===== src/rtl/sigmon_sp_pkg.sv =====
`timescale 1ns/1ps
package sigmon_sp_pkg;

    localparam int PWR_W_DEF = 20;
    localparam int PK_W_DEF  = 13;
    localparam int TH_W_DEF  = 13;
    localparam int HALF_W    = 3;

    typedef enum logic [1:0] {
        DIV_BY2_ALT = 2'b00,
        DIV_BY2     = 2'b01,
        DIV_BY4     = 2'b10,
        DIV_BY8     = 2'b11
    } div_code_e;

    typedef enum logic [1:0] {
        SH_IDLE = 2'd0,
        SH_SYNC = 2'd1,
        SH_DATA = 2'd2
    } sh_state_e;

    // System clocks per half period of the serial clock.
    function automatic logic [HALF_W-1:0] half_period(input logic [1:0] code);
        case (div_code_e'(code))
            DIV_BY4: half_period = HALF_W'(2);
            DIV_BY8: half_period = HALF_W'(4);
            default: half_period = HALF_W'(1);
        endcase
    endfunction

endpackage


===== src/rtl/sigmon_sp_clkdiv.sv =====
`timescale 1ns/1ps
module sigmon_sp_clkdiv
    import sigmon_sp_pkg::*;
(
    input  logic       clk,
    input  logic       rst,
    input  logic       run,
    input  logic [1:0] div_sel,
    output logic       sclk,
    output logic       fall_tick
);
    logic [HALF_W-1:0] cnt;
    logic [HALF_W-1:0] half;
    logic              terminal;

    always_comb begin
        half      = half_period(div_sel);
        // >= keeps the counter from running past the limit after a divide change
        terminal  = (cnt >= half - HALF_W'(1));
        fall_tick = run && terminal && sclk;
    end

    always_ff @(posedge clk) begin
        if (rst) begin
            cnt  <= '0;
            sclk <= 1'b0;
        end else if (!run) begin
            cnt  <= '0;
            sclk <= 1'b0;
        end else if (terminal) begin
            cnt  <= '0;
            sclk <= ~sclk;
        end else begin
            cnt  <= cnt + HALF_W'(1);
        end
    end
endmodule


===== src/rtl/sigmon_sp_capture.sv =====
`timescale 1ns/1ps
module sigmon_sp_capture #(
    parameter int PWR_W = 20,
    parameter int PK_W  = 13,
    parameter int TH_W  = 13
) (
    input  logic             clk,
    input  logic             rst,
    input  logic [PWR_W-1:0] pwr_val,
    input  logic             pwr_vld,
    input  logic [PK_W-1:0]  peak_val,
    input  logic             peak_vld,
    input  logic [TH_W-1:0]  thr_val,
    input  logic             thr_vld,
    input  logic             take,
    output logic             pend,
    output logic [PWR_W-1:0] pend_pwr,
    output logic [PK_W-1:0]  pend_pk,
    output logic [TH_W-1:0]  pend_th
);
    logic [PK_W-1:0] pk_hold;
    logic [TH_W-1:0] th_hold;

    always_ff @(posedge clk) begin
        if (rst) begin
            pk_hold  <= '0;
            th_hold  <= '0;
            pend     <= 1'b0;
            pend_pwr <= '0;
            pend_pk  <= '0;
            pend_th  <= '0;
        end else begin
            if (peak_vld) pk_hold <= peak_val;
            if (thr_vld)  th_hold <= thr_val;
            if (pwr_vld) begin
                // overwrites any result still waiting: the newest one wins
                pend     <= 1'b1;
                pend_pwr <= pwr_val;
                pend_pk  <= peak_vld ? peak_val : pk_hold;
                pend_th  <= thr_vld  ? thr_val  : th_hold;
            end else if (take) begin
                pend     <= 1'b0;
            end
        end
    end
endmodule


===== src/rtl/sigmon_sp_shifter.sv =====
`timescale 1ns/1ps
module sigmon_sp_shifter
    import sigmon_sp_pkg::*;
#(
    parameter int PWR_W = 20,
    parameter int PK_W  = 13,
    parameter int TH_W  = 13
) (
    input  logic             clk,
    input  logic             rst,
    input  logic             port_en,
    input  logic             tick,
    input  logic             pk_en,
    input  logic             th_en,
    input  logic             pend,
    input  logic [PWR_W-1:0] pend_pwr,
    input  logic [PK_W-1:0]  pend_pk,
    input  logic [TH_W-1:0]  pend_th,
    output logic             take,
    output logic             busy,
    output logic             fsync,
    output logic             sdata
);
    localparam int FRM_W = PWR_W + PK_W + TH_W;
    localparam int LEN_W = $clog2(FRM_W + 1);

    sh_state_e        state;
    logic [FRM_W-1:0] shreg;
    logic [LEN_W-1:0] left;
    logic [FRM_W-1:0] start_vec;
    logic [LEN_W-1:0] start_len;
    logic             last_bit;

    // Words are left-justified so the frame always shifts out of the top bit.
    function automatic logic [FRM_W-1:0] pack(
        input logic [PWR_W-1:0] p, input logic [PK_W-1:0] k,
        input logic [TH_W-1:0] t, input logic ke, input logic te);
        case ({ke, te})
            2'b11:   pack = {p, k, t};
            2'b10:   pack = {p, k, {TH_W{1'b0}}};
            2'b01:   pack = {p, t, {PK_W{1'b0}}};
            default: pack = {p, {(PK_W + TH_W){1'b0}}};
        endcase
    endfunction

    always_comb begin
        start_vec = pack(pend_pwr, pend_pk, pend_th, pk_en, th_en);
        start_len = LEN_W'(PWR_W)
                  + (pk_en ? LEN_W'(PK_W) : LEN_W'(0))
                  + (th_en ? LEN_W'(TH_W) : LEN_W'(0));
        last_bit  = (state == SH_DATA) && (left == '0);
        take      = tick && port_en && pend && ((state == SH_IDLE) || last_bit);
        busy      = (state != SH_IDLE);
    end

    always_ff @(posedge clk) begin
        if (rst || !port_en) begin
            state <= SH_IDLE;
            shreg <= '0;
            left  <= '0;
            fsync <= 1'b0;
            sdata <= 1'b0;
        end else if (tick) begin
            if (take) begin
                state <= SH_SYNC;
                shreg <= start_vec;
                left  <= start_len - LEN_W'(1);
                fsync <= 1'b1;
                sdata <= 1'b0;
            end else begin
                case (state)
                    SH_SYNC: begin
                        state <= SH_DATA;
                        fsync <= 1'b0;
                        sdata <= shreg[FRM_W-1];
                        shreg <= shreg << 1;
                    end
                    SH_DATA: begin
                        if (left == '0) begin
                            state <= SH_IDLE;
                            sdata <= 1'b0;
                        end else begin
                            sdata <= shreg[FRM_W-1];
                            shreg <= shreg << 1;
                            left  <= left - LEN_W'(1);
                        end
                    end
                    default: begin
                        state <= SH_IDLE;
                        sdata <= 1'b0;
                        fsync <= 1'b0;
                    end
                endcase
            end
        end
    end
endmodule


===== src/rtl/sigmon_serial_port.sv =====
`timescale 1ns/1ps
module sigmon_serial_port
    import sigmon_sp_pkg::*;
#(
    parameter int PWR_W = PWR_W_DEF,
    parameter int PK_W  = PK_W_DEF,
    parameter int TH_W  = TH_W_DEF
) (
    input  logic             clk,
    input  logic             rst,
    input  logic             port_en,
    input  logic             peak_en,
    input  logic             thr_en,
    input  logic [1:0]       div_sel,
    input  logic             sleep_en,
    input  logic [PWR_W-1:0] pwr_val,
    input  logic             pwr_vld,
    input  logic [PK_W-1:0]  peak_val,
    input  logic             peak_vld,
    input  logic [TH_W-1:0]  thr_val,
    input  logic             thr_vld,
    output logic             sclk,
    output logic             fsync,
    output logic             sdata
);
    logic             run;
    logic             tick;
    logic             take;
    logic             busy;
    logic             pend;
    logic [PWR_W-1:0] pend_pwr;
    logic [PK_W-1:0]  pend_pk;
    logic [TH_W-1:0]  pend_th;

    // Clock runs when enabled, unless sleeping with nothing to send.
    assign run = port_en && (!sleep_en || busy || pend);

    sigmon_sp_clkdiv u_clkdiv (
        .clk       (clk),
        .rst       (rst),
        .run       (run),
        .div_sel   (div_sel),
        .sclk      (sclk),
        .fall_tick (tick)
    );

    sigmon_sp_capture #(.PWR_W(PWR_W), .PK_W(PK_W), .TH_W(TH_W)) u_capture (
        .clk      (clk),
        .rst      (rst),
        .pwr_val  (pwr_val),
        .pwr_vld  (pwr_vld),
        .peak_val (peak_val),
        .peak_vld (peak_vld),
        .thr_val  (thr_val),
        .thr_vld  (thr_vld),
        .take     (take),
        .pend     (pend),
        .pend_pwr (pend_pwr),
        .pend_pk  (pend_pk),
        .pend_th  (pend_th)
    );

    sigmon_sp_shifter #(.PWR_W(PWR_W), .PK_W(PK_W), .TH_W(TH_W)) u_shifter (
        .clk      (clk),
        .rst      (rst),
        .port_en  (port_en),
        .tick     (tick),
        .pk_en    (peak_en),
        .th_en    (thr_en),
        .pend     (pend),
        .pend_pwr (pend_pwr),
        .pend_pk  (pend_pk),
        .pend_th  (pend_th),
        .take     (take),
        .busy     (busy),
        .fsync    (fsync),
        .sdata    (sdata)
    );
endmodule


===== config.mk =====
export PLATFORM = sky130hd
export DESIGN_NAME = sigmon_serial_port
export DESIGN_NICKNAME = d
export VERILOG_FILES = /design/src/rtl/sigmon_sp_pkg.sv /design/src/rtl/sigmon_sp_clkdiv.sv /design/src/rtl/sigmon_sp_capture.sv /design/src/rtl/sigmon_sp_shifter.sv /design/src/rtl/sigmon_serial_port.sv
export SDC_FILE = /design/constraint.sdc
export NUM_CORES = 1
export LEC_CHECK = 0
export BUFFER_PORTS_ARGS = -buffer_cell sky130_fd_sc_hd__buf_2
export CORE_AREA = 5 5 140 102
export DETAILED_ROUTE_END_ITERATION = 16
export DIE_AREA = 0 0 145 107
export PLACE_DENSITY = 0.68
export SYNTH_ARGS = -nofsm -noshare
export SYNTH_HDL_FRONTEND = slang
export SYNTH_SLANG_ARGS = --single-unit

===== constraint.sdc =====
create_clock -name clk -period 2.2 [get_ports clk]
set_clock_uncertainty 0.1 [all_clocks]
set_input_delay 0.11 -clock clk [delete_from_list [all_inputs] [get_ports clk]]
set_output_delay 0.11 -clock clk [all_outputs]
set_load 0.03 [all_outputs]

==> results.md, run 1 <==
* Initial core utilization at 44.0%
* CTS Sinks at 133
* Hold_ws at 52.0 ps
* Critical path endpoint category: flip-flop
* CTS tree: built
* Worst-Margin Slew at 608 ps
* Antenna viol nets, final at 0
* Run status: finished clean
* Core footprint at 12800 sq um
* Critical setup path kind: flip-flop to flip-flop
* Worst Setup Start Kind: flip-flop
* Relative slew slack at 59.5%
* N_diodes at 0
* Fillers at 1142
* DR WL/cell at 14.3 um
* Clock Path Buffers at 2
* CTS buffer count at 17
* IO Pins at 60
* Dominant synthesized flop cell: dfxtp_1
* TritonRoute pass-1 iters at 5
* PortBufs at 59
* First-pass GRT wire length at 21700 um
* FMAX at 470 MHz
* CP arrival at 2330 ps
* Final weighted congestion in routability-driven placement at 0.809
* Final Critical Period at 2130 ps
* # Max-Cap Violations at 0
* Fin. Hold Viols at 0
* Vias/cell at 5.20
* Root buf cell: clkbuf_16
* RSZ-0062 raised after global routing: no
* GRT Util Overall at 16.8%
* VDD IR-drop max at 568 uV
* Mapped Nets at 702
* Ys async rst share at 0%
* Site row count at 35
* Synth warn at 0
* Vias in the first global route at 4605
* HPWL Detailed at 8220 um
* Gr ovfl total at 0
* Residual DRC at 0
* Die area at 15500 sq um
* TNS Setup at 0 ps
* PwrDens at 838 nW/um^2
* Clock transition at path regs at 60 ps
* FF+latch count, synth at 133
* Die Ht at 107 um
* Cell area after synthesis at 5650 sq um
* Nets at 794
* Leakage power at 0.00287 uW
* CTS HTree Levels at 4
* Chip width at 145 um
* Initial antenna violation count at 0
* Tcrit/Tclk final at 96.6%
* Largest net degree at the start of global routing at 74
* Most common cell after layout, fill and taps aside: dfxtp_1
* Syn_area_per_cell at 8.95 sq um
* Cells after synthesis at 631
* Worst hold-check path type: input pin to flip-flop
* Area Growth Syn to Fin at 28.8%
* Max FO, Critical Path at 22
* Worst-Skew Late Latency at 420 ps
* Sequential fraction of the synthesis area at 47.2%
* Layout cell share with drive strength beyond 1 at 19.0%
* Final setup vio count at 0
* Post-synth cell types at 43
* Initial DRC count at 321
* Final slew viol count at 0
* Most frequent cells in the layout: 133 x dfxtp_1, 91 x nor2_1, 65 x nand2_1, 62 x a21oi_1, 59 x buf_2
* Critical Path RT at 2410 ps
* Drt total wl at 12900 um
* EDFF count, synth at 0
* Via count at 4690
-- per-layer routing --
metal  part of all wire (%)  wire length, um  global-route usage [%]  vias up
li1                       -                -                       -     2403
met2                     46             5880                    26.3       76
met5                      0                0                       0        -
met3                    4.3              557                    4.52       17
met1                     49             6320                    22.8     2194
met4                    1.1              145                    5.31        0
-- cell families (layout without fill, tap and decap cells) --
| kind of cell | Yosys count | after routing | share of synthesized area [%] |
|---|---|---|---|
| buffers and inverters | 61 | 166 | 5.56 |
| adders and majority gates | 14 | 14 | 3.10 |
| AOI/OAI and AO/OA | 186 | 186 | 21.3 |
| muxes | 47 | 47 | 8.33 |
| and+or+nand+nor | 182 | 182 | 13.4 |
| other | 1 | 1 | 0.0664 |
| xor gates and xnor gates | 7 | 7 | 1.09 |
| DFF | 133 | 133 | 47.2 |
-- timing repair --
action,CTS,global route
buffers inserted,0,6
endpoints found under the hold margin,50,0
setup endpoints to repair,0,39
gates resized for setup,0,14
hold buffers,46,0
-- cell usage after synthesis, types with 6 or more instances --
master / count / area share [%]
a211oi_1: 32 / 4.3
a211oi_2: 6 / 1.3
a21oi_1: 66 / 5.9
a21oi_2: 8 / 1.2
a22oi_1: 13 / 1.7
a31oi_1: 13 / 1.4
buf_2: 8 / 0.71
clkbuf_1: 29 / 1.9
dfxtp_1: 133 / 47
ha_1: 14 / 3.1
inv_1: 8 / 0.53
mux2i_1: 47 / 8.3
nand2_1: 65 / 4.3
nand4_1: 6 / 0.66
nor2_1: 91 / 6.1
o21ai_0: 37 / 3.3
-- flip-flops by register name, indices dropped and copies added (netlist names) --
| register | flops |
|---|---|
| u_shifter.state | 2 |
| u_capture.pend_th | 13 |
| u_shifter.shreg | 46 |
| u_capture.pend_pwr | 20 |
| u_shifter.left | 6 |
| u_shifter.sdata | 1 |
| u_capture.pk_hold | 13 |
| u_shifter.fsync | 1 |
| u_capture.th_hold | 13 |
| u_clkdiv.cnt | 3 |
| u_clkdiv.sclk | 1 |
| u_capture.pend_pk | 13 |
| u_capture.pend | 1 |
-- report_power, final --
part	internal (uW)	total [uW]	switching, uW
Clock	2060	3110	1050
Sequential	2500	2550	53.1
Combinational	213	433	220
-- critical path, stage by stage (launching register included) --
cell and delay (ps):
dfxtp_1 320, or3_4 430, or3_4 400, o2111a_2 210, buf_12 140, clkbuf_16 180
a21oi_1 170, a21oi_1 80
-- through the flow --
stage	setup slack (ps)	utilization (%)	cell area, sq um	power [uW]	cells
4_1_cts	8.16	55.8	7160	6130	895
6_report	73.9	56.7	7270	6090	902
5_1_grt	5.34	56.7	7270	6320	902
3_5_place_dp	47.3	47.0	6030	2960	817
3_3_place_gp	146	47.0	6030	2950	817
2_1_floorplan	212	-	5650	2830	631
-- layout make-up --
| class | count | area [sq um] | share of cell area [%] |
|---|---|---|---|
| multi-input combinational | 437 | 2700 | 37.1 |
| sequential | 133 | 2660 | 36.6 |
| timing repair buffer | 126 | 1010 | 13.9 |
| clock buffer | 22 | 494 | 6.80 |
| tap | 166 | 208 | 2.86 |
| clock inverter | 10 | 168 | 2.31 |
| inverter | 8 | 30.0 | 0.413 |
-- path summary, 6_finish.rpt --
path | from | end | slack (ps) | depth (start not counted)
worst min-delay path | sleep_en | u_clkdiv.sclk | 50 | 3
worst max register to register | u_shifter.left[4] | u_shifter.shreg[33] | 70 | 7
worst max-delay path | u_shifter.left[4] | u_shifter.shreg[33] | 70 | 7
worst min register to register | u_shifter.shreg[37] | u_shifter.shreg[37] | 350 | 2
Power figures use the tool's default switching activity.
==> inputs of run 2 (changes only) <==
- CORE_AREA: 5 5 140 102 -> 2 2 167 120
- DIE_AREA: 0 0 145 107 -> 0 0 169 122
- PLACE_DENSITY: 0.68 -> 0.51
==> results.md, run 2 (same netlist as run 1, synthesis figures left out) <==
* Root buf cell: clkbuf_16 (unchanged)
* Top cell family by delay on the critical path: simple AND/OR/NAND/NOR gates (unchanged)
* GRT Util Overall at 13.3% (was 16.8%)
* Nets at 789 (was 794)
* Placed Area at 6130 sq um (was 6030 sq um)
* Die Ht at 122 um (was 107 um)
* Run status: finished clean (unchanged)
* CTS Sinks at 133 (unchanged)
* Logic pwr share at 7.2% (was 7.1%)
* Die area at 20600 sq um (was 15500 sq um)
* Top Registers: u_shifter.shreg: 46 flops, u_capture.pend_pwr: 20 flops (unchanged)
* Initial antenna violation count at 0 (unchanged)
* Residual DRC at 0 (unchanged)
* CTS tree: built (unchanged)
* Max FO, Critical Path at 22 (unchanged)
* Leakage power at 0.00283 uW (was 0.00287 uW)
* Initial core utilization at 29.3% (was 44.0%)
* Register share of total power at 43.1% (was 41.9%)
* Initial DRC count at 268 (was 321)
* Layout cell share with drive strength beyond 1 at 17.5% (was 19.0%)
* Worst-Skew Late Latency at 410 ps (was 420 ps)
* Antenna viol nets, final at 0 (unchanged)
* Gr ovfl total at 0 (unchanged)
* Crit path cell chain: or3_4, or3_4, o2111a_2, clkbuf_16, a21oi_1, a21oi_1 (was or3_4, or3_4, o2111a_2, buf_12, clkbuf_16, a21oi_1, a21oi_1)
* HPWL Detailed at 8690 um (was 8220 um)
* Final slew viol count at 0 (unchanged)
* Fin area at 7280 sq um (was 7270 sq um)
* Tcrit/Tclk final at 95.7% (was 96.6%)
* Via count at 4647 (was 4690)
* Vias/cell at 4.76 (was 5.20)
* PwrDens at 813 nW/um^2 (was 838 nW/um^2)
* Core footprint at 19300 sq um (was 12800 sq um)
* Most frequent cells in the layout: 133 x dfxtp_1, 91 x nor2_1, 66 x a21oi_1, 65 x nand2_1, 59 x buf_2 (was 133 x dfxtp_1, 91 x nor2_1, 65 x nand2_1, 62 x a21oi_1, 59 x buf_2)
* VDD IR-drop max at 641 uV (was 568 uV)
* Site row count at 43 (was 35)
* Worst-Margin Slew at 503 ps (was 608 ps)
* IO Pins at 60 (unchanged)
* N_diodes at 0 (unchanged)
* TritonRoute pass-1 iters at 5 (unchanged)
* Max FFs per register at 46 (unchanged)
* Relative slew slack at 66.5% (was 59.5%)
* CTS buffer count at 17 (unchanged)
* Worst hold-check path type: input pin to flip-flop (unchanged)
* Drt total wl at 13100 um (was 12900 um)
* # Max-Cap Violations at 0 (unchanged)
* RSZ-0062 raised after global routing: yes (was no)
* FMAX at 475 MHz (was 470 MHz)
* Final setup vio count at 0 (unchanged)
* Worst Setup Start Kind: flip-flop (unchanged)
* PortBufs at 59 (unchanged)
* Post-layout util at 37.8% (was 56.7%)
* Vias in the first global route at 4554 (was 4605)
* Area Growth Syn to Fin at 28.9% (was 28.8%)
* Final Critical Period at 2100 ps (was 2130 ps)
* Largest net degree at the start of global routing at 74 (unchanged)
* Fin. Hold Viols at 0 (unchanged)
* First-pass GRT wire length at 22000 um (was 21700 um)
* Final weighted congestion in routability-driven placement at 0.763 (was 0.809)
* Sw Share at 21.7% (was 21.8%)
* Clock Path Buffers at 2 (unchanged)
* DR WL/cell at 13.4 um (was 14.3 um)
* Clock transition at path regs at 60 ps (about the same)
* Critical path endpoint category: flip-flop (unchanged)
* Slowest-stage cell, CP: or3_4 (unchanged)
* Chip width at 169 um (was 145 um)
* Top reg by flops: u_shifter.shreg (unchanged)
* CTS HTree Levels at 4 (unchanged)
* Psw at 1290 uW (was 1330 uW)
* Tot Pwr at 5920 uW (was 6090 uW)
* CP max stage delay at 440 ps (was 430 ps)
* Buf/Inv on CP at 1 (was 2)
* Critical setup path kind: flip-flop to flip-flop (unchanged)
* Most common cell after layout, fill and taps aside: dfxtp_1 (unchanged)
* Fillers at 1932 (was 1142)
* Pint at 4630 uW (was 4770 uW)
* Clock share of power at 49.6% (was 51.0%)
* CP arrival at 2310 ps (was 2330 ps)
* Critical Path RT at 2400 ps (was 2410 ps)
==> run 2: through the flow <==
stage,worst slack (ps),TNS [ps],hold WS [ps],std cells
floorplan,212,0,157,631
global placement,142,0,245,897
detailed placement,32.6,0,254,897
CTS,41.9,0,29.4,974
global route,-1.17,-1.17,42.4,977
finish,95.1,0,45.4,977
==> run 2: path summary, 6_finish.rpt <==
check,slack [ps],to,depth (start not counted),from
worst min-delay path,50,u_clkdiv.sclk,3,sleep_en
worst min register to register,350,u_shifter.shreg[32],2,u_shifter.shreg[32]
worst max-delay path,100,u_shifter.shreg[41],6,u_shifter.left[2]
worst max register to register,100,u_shifter.shreg[41],6,u_shifter.left[2]
==> run 2: routing by layer <==
metal	up-vias	GRT usage [%]	share of wire (%)
li1	2387	-	-
met1	2185	18.2	52
met2	69	20.4	44
met3	6	3.44	3.3
met4	0	4.75	0.72
met5	-	0	0
==> run 2: what timing repair did <==
| item | 4_1_cts | 5_1_grt |
|---|---|---|
| setup buffers | 0 | 1 |
| endpoints found under the setup margin | 0 | 23 |
| endpoints found under the hold margin | 46 | 0 |
| hold buffers | 46 | 0 |
| resized for setup | 0 | 5 |
==> run 2: tightest hold or removal path, cell delays in order <==
cell and delay, ps:
buf_2 100, nand3b_1 140, and3_1 170
==> run 2: final cells by class <==
type,count,area [sq um],area share (%)
multi-input combinational,437,2680,36.8
sequential,133,2660,36.6
timing repair buffer,121,978,13.4
clock buffer,23,498,6.84
tap,247,309,4.25
clock inverter,8,121,1.67
inverter,8,30.0,0.413
==> run 2: power by group through the flow <==
stage / combinational, uW / clock (uW) / sequential, uW
final: 426 / 2940 / 2550
after global placement: 359 / 0 / 2600
after global routing: 480 / 3120 / 2560
after detailed placement: 367 / 0 / 2600
after CTS: 430 / 3000 / 2550
after floorplan: 251 / 0 / 2580
==> inputs of run 3 (changes only) <==
- ABC_AREA: not set -> 1
- CORE_AREA: 2 2 167 120 -> 2 2 176 126
- DIE_AREA: 0 0 169 122 -> 0 0 178 128
- SETUP_SLACK_MARGIN: not set -> 0.15
==> results.md, run 3 <==
* Site row count at 45 (was 43)
* Final weighted congestion in routability-driven placement at 0.756 (was 0.763)
* Antenna viol nets, final at 0 (unchanged)
* Worst-Skew Late Latency at 420 ps (was 410 ps)
* Critical Path RT at 2460 ps (was 2400 ps)
* Root buf cell: clkbuf_16 (unchanged)
* Layout cell share with drive strength beyond 1 at 18.0% (was 17.5%)
* Post-layout util at 39.6% (was 37.8%)
* Top reg by flops: u_shifter.shreg (unchanged)
* Most common cell after layout, fill and taps aside: nand2_1 (was dfxtp_1)
* HP Start: port_en (was sleep_en)
* GRT Util Overall at 14.6% (was 13.3%)
* Critical path endpoint category: flip-flop (unchanged)
* Met1 Use GR at 21.2% (was 18.2%)
* Dominant synthesized flop cell: dfxtp_1 (unchanged)
* FF+latch count, synth at 133 (unchanged)
* Synth warn at 0 (unchanged)
* Max FFs per register at 46 (unchanged)
* Syn_area_per_cell at 6.86 sq um (was 8.95 sq um)
* CTS HTree Levels at 4 (unchanged)
* Worst Setup Start Kind: flip-flop (unchanged)
* CTS Sinks at 133 (unchanged)
* CTS tree: built (unchanged)
* Sequential fraction of the synthesis area at 42.7% (was 47.2%)
* Area occupied by multi-input gates at 3160 sq um (was 2680 sq um)
* Chip width at 178 um (was 169 um)
* Worst R2R End: u_shifter.shreg[40] (was u_shifter.shreg[41])
* Placed Area at 6840 sq um (was 6130 sq um)
* Top post-synthesis cells by area: dfxtp_1 43%, nand2_1 17%, nor2_1 6.2% (was dfxtp_1 47%, mux2i_1 8.3%, nor2_1 6.1%)
* Area Growth Syn to Fin at 35.0% (was 28.9%)
* Run status: finished clean (unchanged)
* EDFF count, synth at 0 (unchanged)
* Final non-filler cell total at 1310 (was 977)
* CP arrival at 2350 ps (was 2310 ps)
* Nets at 1088 (was 789)
* CTS buffer count at 17 (unchanged)
* TritonRoute pass-1 iters at 5 (unchanged)
* HPWL Detailed at 9860 um (was 8690 um)
* Largest area contributor in the netlist: dfxtp_1 (unchanged)
* Worst-Margin Slew at 547 ps (was 503 ps)
* RSZ-0062 raised after global routing: yes (unchanged)
* Worst hold-check path type: input pin to flip-flop (unchanged)
* Leakage power at 0.00403 uW (was 0.00283 uW)
* Initial core utilization at 29.4% (was 29.3%)
* PortBufs at 59 (unchanged)
* First-pass GRT wire length at 26600 um (was 22000 um)
* GR peak layer: met2 (unchanged)
* M2 GR Usage at 21.5% (was 20.4%)
* Initial antenna violation count at 0 (unchanged)
* Residual DRC at 0 (unchanged)
* Final setup margin at 116 ps (was 95.1 ps)
* IO Pins at 60 (unchanged)
* Critical setup path kind: flip-flop to flip-flop (unchanged)
* Hold depth at 5 (was 3)
* Register area at 2670 sq um (was 2660 sq um)
* Final Critical Period at 2080 ps (was 2100 ps)
* Most common cell in the synthesized netlist: nand2_1 (was dfxtp_1)
* GR Util met3 at 3.50% (was 3.44%)
* Final setup vio count at 0 (unchanged)
* Relative slew slack at 63.5% (was 66.5%)
* Drt total wl at 16600 um (was 13100 um)
* DR WL/cell at 12.7 um (was 13.4 um)
* Top Registers: u_shifter.shreg: 46 flops, u_capture.pend_pwr: 20 flops (unchanged)
* Ys async rst share at 0% (unchanged)
* Vias in the first global route at 5420 (was 4554)
* Die area at 22800 sq um (was 20600 sq um)
* Die Ht at 128 um (was 122 um)
* Final slew viol count at 0 (unchanged)
* Dpl ws at 103 ps (was 32.6 ps)
* Fillers at 2238 (was 1932)
* Hold path endpoint: u_shifter.state[0] (was u_clkdiv.sclk)
* Max FO, Critical Path at 7 (was 22)
* Largest net degree at the start of global routing at 48 (was 74)
* Gr ovfl total at 0 (unchanged)
* Vias/cell at 4.42 (was 4.76)
* Flop-to-flop setup slack at 120 ps (was 100 ps)
* Cell area after synthesis at 6230 sq um (was 5650 sq um)
* # Max-Cap Violations at 0 (unchanged)
* Top-area cell type share of the netlist area at 42.7% (was 47.2%)
* Core footprint at 21200 sq um (was 19300 sq um)
* Fin area at 8410 sq um (was 7280 sq um)
* PwrDens at 690 nW/um^2 (was 813 nW/um^2)
* Commonest cells post-synth: 290 x nand2_1, 133 x dfxtp_1, 103 x nor2_1, 98 x inv_1, 69 x a21oi_1 (was 133 x dfxtp_1, 91 x nor2_1, 66 x a21oi_1, 65 x nand2_1, 47 x mux2i_1)
* N_diodes at 0 (unchanged)
* Register-to-Register Path Depth at 14 (was 6)
* Worst r2r src: u_clkdiv.cnt[0] (was u_shifter.left[2])
* Initial DRC count at 303 (was 268)
* VDD IR-drop max at 510 uV (was 641 uV)
* Fin. Hold Viols at 0 (unchanged)
* Via count at 5785 (was 4647)
* Mapped Nets at 979 (was 702)
* Clock Path Buffers at 2 (unchanged)
* Cells after synthesis at 908 (was 631)
* Placed insts at 1212 (was 897)
* Clock transition at path regs at 60 ps (about the same)
* FMAX at 480 MHz (was 475 MHz)
* Post-synth cell types at 28 (was 43)
* Most frequent cells in the layout: 260 x nand2_1, 130 x dfxtp_1, 101 x nor2_1, 96 x inv_1, 63 x a21oi_1 (was 133 x dfxtp_1, 91 x nor2_1, 66 x a21oi_1, 65 x nand2_1, 59 x buf_2)
* Tcrit/Tclk final at 94.7% (was 95.7%)
run 3: cell count changes after synthesis, moves of 9 or more:
cell and delta:
a31oi_1 -13, o21ai_1 +9, inv_1 +90, nand2_1 +225
o22ai_1 +13, nand3b_1 +13, o21ai_0 -12, mux2i_1 -21
nand3_1 +31, a211oi_1 -32, nor2_1 +12, a22oi_1 -13
run 3: metal layers:
metal	vias to the layer above	wire length [um]	part of all wire (%)
li1	3043	-	-
met2	108	6740	41
met3	11	667	4.0
met4	0	159	0.96
met1	2623	9050	54
met5	-	0	0
run 3: final cells by class:
| type | count | share of cell area [%] |
|---|---|---|
| sequential | 133 | 31.7 |
| timing repair buffer | 145 | 15.2 |
| clock buffer | 19 | 5.27 |
| tap | 282 | 4.20 |
| inverter | 101 | 4.54 |
| multi-input combinational | 619 | 37.6 |
| clock inverter | 11 | 1.55 |
run 3: critical path: stages, from the launching register on:
cell and delay [ps]:
dfxtp_2 340, inv_2 40, ha_4 250, inv_2 30, nand2_2 50, nand2_2 50, nand2_2 80, nand4_1 200
nor2_4 240, clkbuf_16 190, clkbuf_16 160, nand2_4 50, nand2_2 60, nand2_2 50, a21oi_2 120
run 3: report_power, final:
part / internal [uW] / switching [uW] / leakage [uW] / total [uW]
clock network: 1690 / 1090 / 0.000268 / 2780
registers: 2500 / 38.3 / 0.00109 / 2530
logic: 215 / 268 / 0.00267 / 484
total: 4400 / 1400 / 0.00403 / 5800
run 3: kinds of logic (layout without fill, tap and decap cells):
kind of cell	after synthesis	count (layout)	share of synthesized area, %
adder cells (fa/ha/maj)	14	14	2.81
multiplexers	26	26	4.18
XOR/XNOR	5	5	0.703
flip-flops	133	133	42.7
AND/OR/NAND/NOR	456	456	29.8
buffers and inverters	156	276	9.96
other	1	1	0.0602
AO/OA/AOI/OAI	117	117	9.78
run 3: worst max path at each step:
stage,endpoint,startpoint,cells past startpoint,slack [ps]
finish,u_shifter.shreg[40],u_clkdiv.cnt[0],14,120
global route,u_shifter.shreg[20],u_clkdiv.cnt[0],14,-10
CTS,u_shifter.shreg[21],u_clkdiv.cnt[0],13,130
detailed placement,u_shifter.shreg[20],u_clkdiv.cnt[0],13,100
global placement,u_shifter.left[0],u_clkdiv.cnt[0],13,150
floorplan,u_shifter.shreg[16],u_clkdiv.cnt[0],15,270
run 3: stage by stage:
stage | setup TNS [ps] | hold slack [ps] | power, uW
3_5_place_dp | 0 | 269 | 2980
3_3_place_gp | 0 | 264 | 2980
6_report | 0 | 8.13 | 5800
4_1_cts | 0 | 14.4 | 5840
5_1_grt | -13.4 | 68.7 | 6040
2_1_floorplan | 0 | 150 | 2840
run 3: timing repair:
item	CTS	global route
setup endpoints to repair	28	52
hold endpoints to repair	72	0
buffers inserted	2	4
pin swaps	2	44
hold buffers	53	0
resized for setup	4	66
cloned	0	9
